===== config.mk =====
export PLATFORM = sky130hd
export DESIGN_NAME = rs485_dir_ctrl
export DESIGN_NICKNAME = d
export VERILOG_FILES = /design/src/rtl/rs485_dir_pkg.sv /design/src/rtl/rs485_guard_cnt.sv /design/src/rtl/rs485_dir_drive.sv /design/src/rtl/rs485_dir_ctrl.sv
export SDC_FILE = /design/constraint.sdc
export NUM_CORES = 1
export LEC_CHECK = 0
export ABC_AREA = 1
export BUFFER_PORTS_ARGS = -buffer_cell sky130_fd_sc_hd__buf_4
export CAP_MARGIN = 10
export CORE_AREA = 2 2 39 41
export CTS_CLUSTER_SIZE = 28
export DETAILED_ROUTE_END_ITERATION = 7
export DIE_AREA = 0 0 41 43
export PLACE_DENSITY = 0.49
export SYNTH_ARGS = -nofsm -noshare
export SYNTH_HDL_FRONTEND = slang
export SYNTH_SLANG_ARGS = --single-unit

===== constraint.sdc =====
create_clock -name clk -period 1.2 [get_ports clk]
set_input_delay 0.24 -clock clk [delete_from_list [all_inputs] [get_ports clk]]
set_output_delay 0.24 -clock clk [all_outputs]
set_load 0.02 [all_outputs]

===== src/rtl/rs485_dir_pkg.sv =====
package rs485_dir_pkg;
    typedef enum logic [1:0] {
        ST_RECV  = 2'd0,
        ST_SEND  = 2'd1,
        ST_GUARD = 2'd2
    } dir_state_t;
endpackage


===== src/rtl/rs485_guard_cnt.sv =====
module rs485_guard_cnt #(
    parameter int GUARD_BITS = 3,
    localparam int CNT_W = (GUARD_BITS > 1) ? $clog2(GUARD_BITS) : 1
) (
    input  logic clk,
    input  logic rst,
    input  logic clear,
    input  logic advance,
    output logic last
);
    logic [CNT_W-1:0] cnt_q;

    always_ff @(posedge clk) begin
        if (rst || clear) begin
            cnt_q <= '0;
        end else if (advance) begin
            cnt_q <= cnt_q + 1'b1;
        end
    end

    assign last = (cnt_q == CNT_W'(GUARD_BITS - 1));

    // the count never passes the guard length
    p_cnt_bound_r5: assert property (@(posedge clk) disable iff (rst)
        int'(cnt_q) < GUARD_BITS);

    // without a tick the count holds
    p_cnt_hold_r6: assert property (@(posedge clk) disable iff (rst)
        (!advance && !clear) |=> $stable(cnt_q));
endmodule


===== src/rtl/rs485_dir_drive.sv =====
module rs485_dir_drive (
    input  logic clk,
    input  logic rst,
    input  logic tx_next,
    input  logic invert,
    output logic dir_out
);
    always_ff @(posedge clk) begin
        if (rst) begin
            dir_out <= invert;
        end else begin
            dir_out <= tx_next ^ invert;
        end
    end
endmodule


===== src/rtl/rs485_dir_ctrl.sv =====
module rs485_dir_ctrl
    import rs485_dir_pkg::*;
#(
    parameter int GUARD_BITS = 3
) (
    input  logic clk,
    input  logic rst,
    input  logic cfg_enable,
    input  logic cfg_invert,
    input  logic txq_empty,
    input  logic shift_busy,
    input  logic bit_tick,
    output logic dir_out,
    output logic guard_active
);
    dir_state_t state_q, state_d;
    logic       tx_activity;
    logic       guard_last;
    logic       cnt_clear;

    assign tx_activity = !txq_empty || shift_busy;

    // next-state logic
    always_comb begin
        state_d = state_q;
        unique case (state_q)
            ST_RECV: begin
                if (cfg_enable && tx_activity) state_d = ST_SEND;
            end
            ST_SEND: begin
                if (!cfg_enable)       state_d = ST_RECV;
                else if (!tx_activity) state_d = ST_GUARD;
            end
            ST_GUARD: begin
                if (!cfg_enable)                   state_d = ST_RECV;
                else if (tx_activity)              state_d = ST_SEND;
                else if (bit_tick && guard_last)   state_d = ST_RECV;
            end
            default: state_d = ST_RECV;
        endcase
    end

    // state register
    always_ff @(posedge clk) begin
        if (rst) begin
            state_q <= ST_RECV;
        end else begin
            state_q <= state_d;
        end
    end

    assign cnt_clear = (state_q != ST_GUARD) || (state_d != ST_GUARD);

    rs485_guard_cnt #(.GUARD_BITS(GUARD_BITS)) u_guard_cnt (
        .clk     (clk),
        .rst     (rst),
        .clear   (cnt_clear),
        .advance (bit_tick),
        .last    (guard_last)
    );

    // registered outputs
    rs485_dir_drive u_drive (
        .clk     (clk),
        .rst     (rst),
        .tx_next (state_d != ST_RECV),
        .invert  (cfg_invert),
        .dir_out (dir_out)
    );

    always_comb begin
        guard_active = (state_q == ST_GUARD);
    end

    // disabled means receive level next edge
    p_rx_when_off_r1: assert property (@(posedge clk) disable iff (rst)
        !cfg_enable |=> (dir_out == $past(cfg_invert)) && !guard_active);

    // activity forces transmit level
    p_tx_when_active_r3: assert property (@(posedge clk) disable iff (rst)
        (cfg_enable && tx_activity) |=> (dir_out != $past(cfg_invert)));

    // SEND never releases straight to RECV while enabled
    p_via_guard_r5: assert property (@(posedge clk) disable iff (rst)
        (state_q == ST_SEND && cfg_enable) |=> (state_q != ST_RECV));

    // guard holds through cycles without a tick
    p_guard_hold_r6: assert property (@(posedge clk) disable iff (rst)
        (guard_active && !bit_tick && cfg_enable && !tx_activity) |=> guard_active);

    // reset yields receive level and no guard
    p_reset_state_r8: assert property (@(posedge clk)
        $past(rst) |-> (dir_out == $past(cfg_invert)) && !guard_active);
endmodule


==> flow_summary_export.csv <==
group,metric,value,unit
floorplan,io_pins,9,
global_route,antenna_found_initial,0,
pwr,p_sw_frac,0.225,
timing,slew_headroom,0.908,
floorplan,die_w,41,um
floorplan,row_count,14,
setup_path,crit_buf_inv,3,
pwr,p_leak,0.216,nW
pwr,power_frac_seq,0.417,
setup_path,critPathSlowestCell,"dfxtp_1",
timing,skew,0.00238,ns
global_route,grt_max_degree,4,
detailed_routing,ant_nets,0,
finish,drive_above_1_share,0.455,
timing,fmax,880,MHz
clocking,clock_latency,0.24,ns
synthesis,avgSynthCellArea,6.72,um2
clocking,cts_tree,"done",
pwr,power.density,1010,nW/um2
global_route,grt_first_pass_wirelength,738,um
detailed_routing,viasPerCell,3.79,
timing,finalHoldViolCount,0,
detailed_routing,remaining_drc_errors,0,
finish,stdcell_area,414,um2
clocking,cts_buffers,3,
global_route,grt_pass1_vias,237,
synthesis,synth_area,289,um2
synthesis,synth_top_area_cell,"dfxtp_1",
synthesis,async_flop_share,0,
synthesis,synth-edff-count,0,
finish,finalNonFillerCells,71,
global_route,grt_overflow,0,
finish,nets,64,
setup_path,required,0.96,ns
pwr,cellInternalPower,0.000324,W
detailed_routing,drtIter0Drc,2,
place,hpwl,404,um
floorplan,core,1380,um2
synthesis,synth-seq-area-share,0.346,
setup_path,cp_slowest_stage_delay,0.33,ns
setup_path,path_cells,"inv_1 -> nand2_2 -> inv_2 -> buf_4",
pwr,p_comb_frac,0.129,
finish,antenna_cells,0,
place,postPlaceCellArea,369,um2
global_route,grt_usage,0.0653,
floorplan,start_util,0.209,
pwr,p_switching,0.0000938,W
detailed_routing,num_vias,269,
clocking,cts.root.buffer_cell,"clkbuf_4",
floorplan,dieArea,1760,um2
detailed_routing,first_pass_iters,4,
synthesis,yosysMostFrequentCell,"nand2_1",
timing,whs,0.226,ns
synthesis,synth_ff_type,"dfxtp_1",
timing,finalSetupTns,0,ns
finish,fill_cells,155,
place,gp_congestion,0.651,
setup_path,path_class,"flop to primary output",
setup_path,arrival,0.90,ns
flow_run,max_cap_viol_count,0,
finish,area_delta_synth_final,43.3,%
timing,tightest_slew,0.138,ns
synthesis,synth_cells,43,
timing,min_period,1.14,ns
detailed_routing,wl,486,um
pwr,p_clk_frac,0.454,
synthesis,ys_top_cells_by_area,"dfxtp_1 35%, nand2_1 19%, inv_1 12%",
setup_path,critPathCaptureType,"primary output",
timing,rsz0062_at_grt,"false",
floorplan,die-height,43,um
synthesis,synthTopCellsByCount,"15 x nand2_1, 9 x inv_1, 5 x dfxtp_1",
place,dp_cells,67,
detailed_routing,wl_per_cell,6.85,um
hold_path,hp-class,"input port to flop",
timing,drv_slew,0,
clocking,htreeDepth,1,
setup_path,worstPathMaxFanout,3,
synthesis,synth-seq-cells,5,
synthesis,synth.distinct_cells,13,
clocking,cts_buffer_depth,2,
clocking,cts_sinks,5,
timing,finalSetupViolations,0,
timing,finalCritPeriodShare,0.947,
pwr,peakVddDrop,0.338,mV
setup_path,worst_setup_path_start_kind,"flop",
synthesis,yosysTopAreaCellShare,0.346,
run_status,run_status,"finished clean",
place,port_buffers,8,
synthesis,syn_nets,51,
setup_path,cpLargestDelayFamily,"flip-flops",
synthesis,yosysWarningCount,0,
clocking,clkTransAtPathRegs,0.04,ns
[final cells by class]
cell class | count | area, um2 | share of cell area
multi-input cells | 27 | 165 | 0.399
flip-flops and latches | 5 | 101 | 0.245
repair buffers | 8 | 60.1 | 0.145
inverters | 11 | 41.3 | 0.0997
clock buffers | 4 | 26.3 | 0.0634
well taps | 16 | 20.0 | 0.0483
[worst register-to-register path, stage by stage, from the launching register on]
cell and delay [ns]:
dfxtp_2 0.32, inv_2 0.05, ha_4 0.15, nand2_2 0.05
nand2_1 0.05, nand2_1 0.07, nand3_2 0.09, inv_2 0.07
nand2_2 0.06, a21oi_2 0.10
[path summary, 6_finish.rpt]
check,depth (start not counted),to,slack [ns],startpoint
worst max-delay path,4,guard_active,0.06,state_q[0]$_SDFF_PP0_
worst min-delay path,3,u_drive.dir_out$_DFF_P_,0.23,cfg_invert
worst max register to register,9,u_guard_cnt.cnt_q[1]$_SDFFE_PP0P_,0.13,u_guard_cnt.cnt_q[0]$_SDFFE_PP0P_
worst min register to register,2,u_guard_cnt.cnt_q[0]$_SDFFE_PP0P_,0.47,u_guard_cnt.cnt_q[0]$_SDFFE_PP0P_
[kinds of logic (layout without fill, tap and decap cells)]
kind of cell    after synthesis  count (layout)  share of synthesized area
flops                         5               5                      0.346
fa+ha+maj                     1               1                     0.0433
simple gates                 24              24                      0.407
compound gates                2               2                     0.0606
buf+inv                      11              23                      0.143
[registers in the layout, indices dropped and copies added, names as in the netlist]
signal,flops
state_q,2
u_drive.dir_out,1
u_guard_cnt.cnt_q,2
[through the flow]
stage	worst slack, ns	total power [W]	utilization
after floorplan	0.157	0.000205	-
after global placement	0.0581	0.000230	0.267
after detailed placement	0.0605	0.000231	0.267
after CTS	0.0273	0.000427	0.286
after global routing	0.00389	0.000443	0.299
final	0.0634	0.000417	0.299
[cells in the final DEF, fill, tap and decap left out, drive strengths merged]
cell type | Yosys | routed
nand2 | 18 | 18
inv | 11 | 11
buf | 0 | 8
dfxtp | 5 | 5
clkbuf | 0 | 4
a21oi | 2 | 2
nor2 | 2 | 2
nand3 | 2 | 2
nand4 | 1 | 1
or2 | 1 | 1
ha | 1 | 1
[metal layers]
metal	share of wire	routed length (um)	vias to the layer above	GRT usage
met5	0	0	-	0
met2	0.54	264	3	0.106
met1	0.43	208	117	0.0514
li1	-	-	149	-
met4	0	0	0	0.100
met3	0.025	12	0	0
[power groups by stage]
stage | Clock (W) | Combinational, W | Sequential [W]
6_report | 0.000190 | 0.0000538 | 0.000174
3_5_place_dp | 0 | 0.0000539 | 0.000177
3_3_place_gp | 0 | 0.0000532 | 0.000177
2_1_floorplan | 0 | 0.0000246 | 0.000180
5_1_grt | 0.000209 | 0.0000599 | 0.000174
4_1_cts | 0.000198 | 0.0000542 | 0.000174
[timing repair]
action / CTS / global route
gates resized for setup: 0 / 6
setup endpoints to repair: 0 / 4
setup buffers: 0 / 0
hold buffers: 0 / 0
Note: power is estimated with default switching activity, not from simulation.
